File: src/rtl/irq_latch_pkg.sv
// Package: shared constants and helpers for the interrupt request latch.
// Assumes a power-of-two line count so that rotation wraps by width.
package irq_latch_pkg;

    localparam int unsigned DEF_LINES = 8;

    // Next line after 'line', wrapping at 'lines'.
    function automatic int unsigned next_line(input int unsigned line, input int unsigned lines);
        return (line + 1 >= lines) ? 0 : line + 1;
    endfunction

endpackage

File: src/rtl/irq_mode_reg.sv
// Module: irq_mode_reg
// Holds the per-line trigger-mode register (1 = level, 0 = edge).
// Assumes: writes are single-cycle strobes; reset selects all-edge.
module irq_mode_reg #(
    parameter int unsigned NUM_LINES = 8
) (
    input  logic                 clk,
    input  logic                 rst_n,
    input  logic                 wr_en,
    input  logic [NUM_LINES-1:0] wr_data,
    output logic [NUM_LINES-1:0] level_mode
);

    logic [NUM_LINES-1:0] mode_r;

    // Load the mode register on a write; reset to all-edge.
    always_ff @(posedge clk) begin
        if (!rst_n) begin
            mode_r <= '0;
        end else if (wr_en) begin
            mode_r <= wr_data;
        end
    end

    assign level_mode = mode_r;

endmodule

File: src/rtl/irq_line_cell.sv
// Module: irq_line_cell
// Request capture for one interrupt line with edge or level sensing.
// Assumes: raw input synchronous to clk; ack_hit is high for one cycle
// when this line is acknowledged. In edge mode the acknowledge clear is
// applied before a same-cycle rising edge sets the bit again.
module irq_line_cell (
    input  logic clk,
    input  logic rst_n,
    input  logic raw_in,
    input  logic level_mode,
    input  logic ack_hit,
    output logic req
);

    logic prev_lvl;
    logic req_r;
    logic rise;
    logic req_nxt;

    assign rise = raw_in & ~prev_lvl;

    // Compute the next request bit for the selected trigger mode.
    always_comb begin
        if (level_mode) begin
            req_nxt = raw_in;
        end else begin
            req_nxt = (req_r & ~ack_hit) | rise;
        end
    end

    // Register the remembered level and the request bit.
    always_ff @(posedge clk) begin
        if (!rst_n) begin
            prev_lvl <= 1'b0;
            req_r    <= 1'b0;
        end else begin
            prev_lvl <= raw_in;
            req_r    <= req_nxt;
        end
    end

    assign req = req_r;

endmodule

File: src/rtl/irq_ack_ctrl.sv
// Module: irq_ack_ctrl
// Decodes the acknowledge, keeps the in-service vector and the rotation base.
// Assumes: ack_line is below NUM_LINES whenever ack_valid is high.
module irq_ack_ctrl #(
    parameter int unsigned NUM_LINES = 8,
    localparam int unsigned LINE_W   = $clog2(NUM_LINES)
) (
    input  logic                 clk,
    input  logic                 rst_n,
    input  logic                 ack_valid,
    input  logic [LINE_W-1:0]    ack_line,
    input  logic                 auto_eoi,
    input  logic                 rot_on_aeoi,
    output logic [NUM_LINES-1:0] ack_hit,
    output logic [NUM_LINES-1:0] in_service,
    output logic [LINE_W-1:0]    rot_base
);

    logic [NUM_LINES-1:0] isr_r;
    logic [LINE_W-1:0]    rot_r;
    logic [LINE_W-1:0]    line_after;

    // One-hot decode of the acknowledged line.
    always_comb begin
        ack_hit = '0;
        for (int i = 0; i < NUM_LINES; i++) begin
            if (ack_valid && (ack_line == LINE_W'(i))) begin
                ack_hit[i] = 1'b1;
            end
        end
    end

    assign line_after = LINE_W'(irq_latch_pkg::next_line(32'(ack_line), NUM_LINES));

    // Mark the acknowledged line in service unless auto-EOI is on.
    always_ff @(posedge clk) begin
        if (!rst_n) begin
            isr_r <= '0;
        end else if (ack_valid && !auto_eoi) begin
            isr_r <= isr_r | ack_hit;
        end
    end

    // Move the rotation base on auto-EOI acknowledges with rotation enabled.
    always_ff @(posedge clk) begin
        if (!rst_n) begin
            rot_r <= '0;
        end else if (ack_valid && auto_eoi && rot_on_aeoi) begin
            rot_r <= line_after;
        end
    end

    assign in_service = isr_r;
    assign rot_base   = rot_r;

endmodule

File: src/rtl/irq_req_latch.sv
// Module: irq_req_latch (top)
// Interrupt request latch with per-line edge/level trigger and acknowledge
// handling (in-service marking or automatic EOI with optional rotation).
// Assumes: all inputs synchronous to clk; priority resolution lies outside.
module irq_req_latch #(
    parameter int unsigned NUM_LINES = 8,
    localparam int unsigned LINE_W   = $clog2(NUM_LINES)
) (
    input  logic                 clk,
    input  logic                 rst_n,
    input  logic [NUM_LINES-1:0] irq_in,
    input  logic                 mode_we,
    input  logic [NUM_LINES-1:0] mode_wdata,
    input  logic                 ack_valid,
    input  logic [LINE_W-1:0]    ack_line,
    input  logic                 auto_eoi,
    input  logic                 rot_on_aeoi,
    output logic [NUM_LINES-1:0] req_vec,
    output logic [NUM_LINES-1:0] isr_vec,
    output logic [LINE_W-1:0]    rot_base
);

    logic [NUM_LINES-1:0] mode_q;
    logic [NUM_LINES-1:0] ack_hit;

    irq_mode_reg #(.NUM_LINES(NUM_LINES)) u_mode (
        .clk        (clk),
        .rst_n      (rst_n),
        .wr_en      (mode_we),
        .wr_data    (mode_wdata),
        .level_mode (mode_q)
    );

    irq_ack_ctrl #(.NUM_LINES(NUM_LINES)) u_ack (
        .clk         (clk),
        .rst_n       (rst_n),
        .ack_valid   (ack_valid),
        .ack_line    (ack_line),
        .auto_eoi    (auto_eoi),
        .rot_on_aeoi (rot_on_aeoi),
        .ack_hit     (ack_hit),
        .in_service  (isr_vec),
        .rot_base    (rot_base)
    );

    // One capture cell per interrupt line.
    for (genvar g = 0; g < NUM_LINES; g++) begin : g_line
        irq_line_cell u_cell (
            .clk        (clk),
            .rst_n      (rst_n),
            .raw_in     (irq_in[g]),
            .level_mode (mode_q[g]),
            .ack_hit    (ack_hit[g]),
            .req        (req_vec[g])
        );
    end

endmodule

File: config.mk
export PLATFORM = sky130hd
export DESIGN_NAME = irq_req_latch
export DESIGN_NICKNAME = d
export VERILOG_FILES = /design/src/rtl/irq_latch_pkg.sv /design/src/rtl/irq_mode_reg.sv /design/src/rtl/irq_line_cell.sv /design/src/rtl/irq_ack_ctrl.sv /design/src/rtl/irq_req_latch.sv
export SDC_FILE = /design/constraint.sdc
export NUM_CORES = 1
export LEC_CHECK = 0
export CAP_MARGIN = 20
export CORE_MARGIN = 5
export CORE_UTILIZATION = 52
export CTS_BUF_LIST = sky130_fd_sc_hd__clkbuf_8
export DETAILED_ROUTE_END_ITERATION = 8
export PLACE_DENSITY = 0.93
export SLEW_MARGIN = 0
export SYNTH_ARGS = -nofsm -noshare
export SYNTH_HDL_FRONTEND = slang
export SYNTH_SLANG_ARGS = --single-unit
File: constraint.sdc
create_clock -name clk -period 2.2 [get_ports clk]
set_input_delay 0.44 -clock clk [delete_from_list [all_inputs] [get_ports clk]]
set_output_delay 0.44 -clock clk [all_outputs]
set_load 0.03 [all_outputs]
==> flow_summary.ini <==
[worst_setup_path]
crit_fanout = 2
cp-endpoint = rot_base[2]
crit_path_end_kind = output pin
critical_path.slowest_cell = clkdlybuf4s50_1
timing.critical_path.slowest_cell_delay_ns = 0.69
start_kind = flip-flop
reg2reg_setup_slack_ns = 1.32
number_of_cells_on_the_worst_reg_to_reg_path = 3
timing.critical_path.depth = 1
reg2reg_to = g_line[0].u_cell.req
worstSetupStartpoint = u_ack.rot_base[2]
worst-path-buf-inv = 1
critPathArrivalTime_ns = 1.33
critical_path.cell_chain = clkdlybuf4s50_1
critical_path_class = flip-flop to output pin
cpLargestDelayFamily = buffers and inverters
rr_startpoint = g_line[0].u_cell.req
timing.critical_path.required_ns = 1.76

[timing]
timing.final.setup_violations = 0
fmax_ghz = 0.564
worst_slew_margin_rel_pct = 63.9
timing.final.crit_share_pct = 80.6
worst-slew-pin-transition_ns = 0.540
final_hold_viol_count = 0
report.final.slew_viol_count = 0
clock_skew_ns = 0.00294
setup_tns_ns = 0
unrepaired_setup_endpoints_after_global_routing = no
final.min_clock_period_ns = 1.77

[drt]
vias = 1125
drt-vias-per-instance = 5.11
wire_per_inst_um = 14.9
drt_pre_antenna_iters = 4
drt-initial-drc-count = 29
drcViolationCount = 0
route.final.wire_length_um = 3280
postRouteAntennaNets = 0

[synth]
synth-xor-area-share_pct = 0
ys_types = 26
proportion_of_synthesized_chip_area_in_sequential_cells_pct = 47.6
number_of_nets_produced_by_synthesis = 182
ys_dominant_reg_cell = dfxtp_1
synth_top_family_by_area = simple AND/OR/NAND/NOR gates
synth_area_leaders = dfxtp_1 48%, nor2b_1 6.8%, mux2i_1 6.1%
synth_area_leader_cell = dfxtp_1
synthesis.area_per_instance_um2 = 9.74
synth_simple_gate_area_share_pct = 17.3
post_synth_instance_area_mm2 = 0.00147
total_of_flip_flops_plus_latches_after_synthesis = 35
synth_adder_area_share_pct = 5.10
synth.yosys.warnings = 0
number_of_enable_type_register_cells_in_the_synthesized_netlist = 0
postSynth.asyncResetShare_pct = 0
syn-instance-count = 151
yosys.area.top_type_share_pct = 47.6
multiplexer_area_fraction_after_synthesis_pct = 6.12
compound_gate_portion_of_the_synthesized_area_pct = 13.9

[placed_design]
buffer_ports.inserted = 43
placement.cell_area_mm2 = 0.00186
place_hpwl_um = 2420
routabilityCongestion = 0.821

[cells_and_area]
fillCellCount = 219
design.final.nets = 219
layout_commonest_cell = clkdlybuf4s50_1
fin_area_mm2 = 0.00196
register_area_um2 = 701
multiInputGateArea_um2 = 624
drive_gt1_share_pct = 5.29
antenna-diode-count = 0
syn2layout_area_growth_pct = 33.1
final_cell_mix = 43 x clkdlybuf4s50_1, 35 x dfxtp_1, 16 x nor2b_1

[power_and_ir_drop]
power-per-cell-area_mw_per_mm2 = 713
pwr-share-seq_pct = 49.0
combinationalPowerShare_pct = 15.1
netSwitchingFraction_pct = 24.2
p_int_mw = 1.06
power.switching_mw = 0.337
static-leakage-power_nw = 0.801
max-vdd-ir-drop_mv = 0.672
clkPwrFrac_pct = 35.8

[outcome]
status = finished, final reports clean

[grt]
gr-total-overflow = 0
number_of_antenna_violations_at_the_first_check_in_global_routing = 0
grt_start_max_net_pins = 37
first_pass_grt_wire_length_um = 5500
vias_in_the_first_global_route = 1163
gr-usage-all-layers_pct = 17.4

[cts]
cts.repair_timing.setup_buffer_count = 0
clk-insertion-delay-late_ns = 0.29
clock-root-buffer = clkbuf_8
cts_resized = 0
number_of_levels_in_the_clock_h_tree = 2
cts_tree = yes
cts.sink_count = 35
path_clk_slew_ns = 0.07
clock_tree.buffer_depth = 2
holdBufCountCts = 0
numCtsBuffers = 5

[flow_run]
maxCapViolations = 0

[die]
floorplan.io_pins = 44
num_rows = 19
dieHeight_um = 63.2
floorplan.die.width_um = 63.2
core-area_mm2 = 0.00273
design.die.area_mm2 = 0.00399
initial_core_util_pct = 53.8

[worst_hold_path]
hold_path.class = flip-flop to flip-flop
==> power groups by stage <==
stage | logic, mW | clock network, mW | registers, mW
finish | 0.211 | 0.500 | 0.685
global route | 0.230 | 0.547 | 0.688
CTS | 0.213 | 0.508 | 0.685
detailed placement | 0.211 | 0 | 0.699
global placement | 0.203 | 0 | 0.697
floorplan | 0.119 | 0 | 0.705
==> cell families after synthesis <==
group / after synthesis
fa+ha+maj: 6
mux: 9
compound gates: 31
flops: 35
simple gates: 42
buf+inv: 28
==> final cells by class <==
| class | instances | area share [%] |
|---|---|---|
| Clock buffer | 7 | 4.92 |
| Clock inverter | 1 | 0.192 |
| Multi-Input combinational cell | 88 | 31.9 |
| Timing Repair Buffer | 45 | 22.7 |
| Tap cell | 31 | 1.98 |
| Inverter | 13 | 2.49 |
| Sequential cell | 35 | 35.8 |
==> metal layers <==
layer,track usage [%],wire length [µm]
met2,29.0,1720
met3,8.17,187
met1,19.6,1310
met4,5.19,63
met5,0,0
==> stage by stage <==
step | instances | utilization (%) | setup WS [ns] | hold slack (ns) | power (mW)
after global placement | 212 | 68.0 | 0.367 | 0.450 | 0.900
after detailed placement | 212 | 68.0 | 0.292 | 0.457 | 0.910
final | 220 | 71.6 | 0.426 | 0.479 | 1.40
after floorplan | 151 | - | 0.934 | 0.464 | 0.824
after global routing | 220 | 71.6 | 0.385 | 0.490 | 1.46
after CTS | 220 | 71.6 | 0.413 | 0.483 | 1.41
==> synth_stat cells (2+ instances only) <==
cell type and instances:
mux2i_1 9, nand3_1 3, dfxtp_1 35, a21boi_1 2, ha_1 6, nor2b_1 16, a311o_1 2, o21a_1 4
a21boi_0 6, clkbuf_1 2, and2_1 8, nand3b_1 4, o21ai_0 11, inv_1 12, buf_2 3, nand2_1 5
nor2_1 2, buf_4 10, a31oi_1 3, a21oi_1 2
==> worst min path at each step <==
stage	cells after the start	to	from
6_report	1	u_ack.in_service[1]	u_ack.in_service[1]
4_1_cts	1	u_ack.in_service[1]	u_ack.in_service[1]
3_5_place_dp	1	u_ack.in_service[3]	u_ack.in_service[3]
3_3_place_gp	1	u_ack.in_service[5]	u_ack.in_service[5]
5_1_grt	1	u_ack.in_service[1]	u_ack.in_service[1]
2_1_floorplan	2	g_line[3].u_cell.req	g_line[3].u_cell.req
==> registers in the layout, indices dropped and copies added, names as in the netlist <==
signal,flops
u_ack.rot_base,3
u_ack.in_service,8
u_mode.level_mode,8
g_line.u_cell.prev_lvl,8
g_line.u_cell.req,8
No activity file was read; power rests on OpenSTA's default activity.
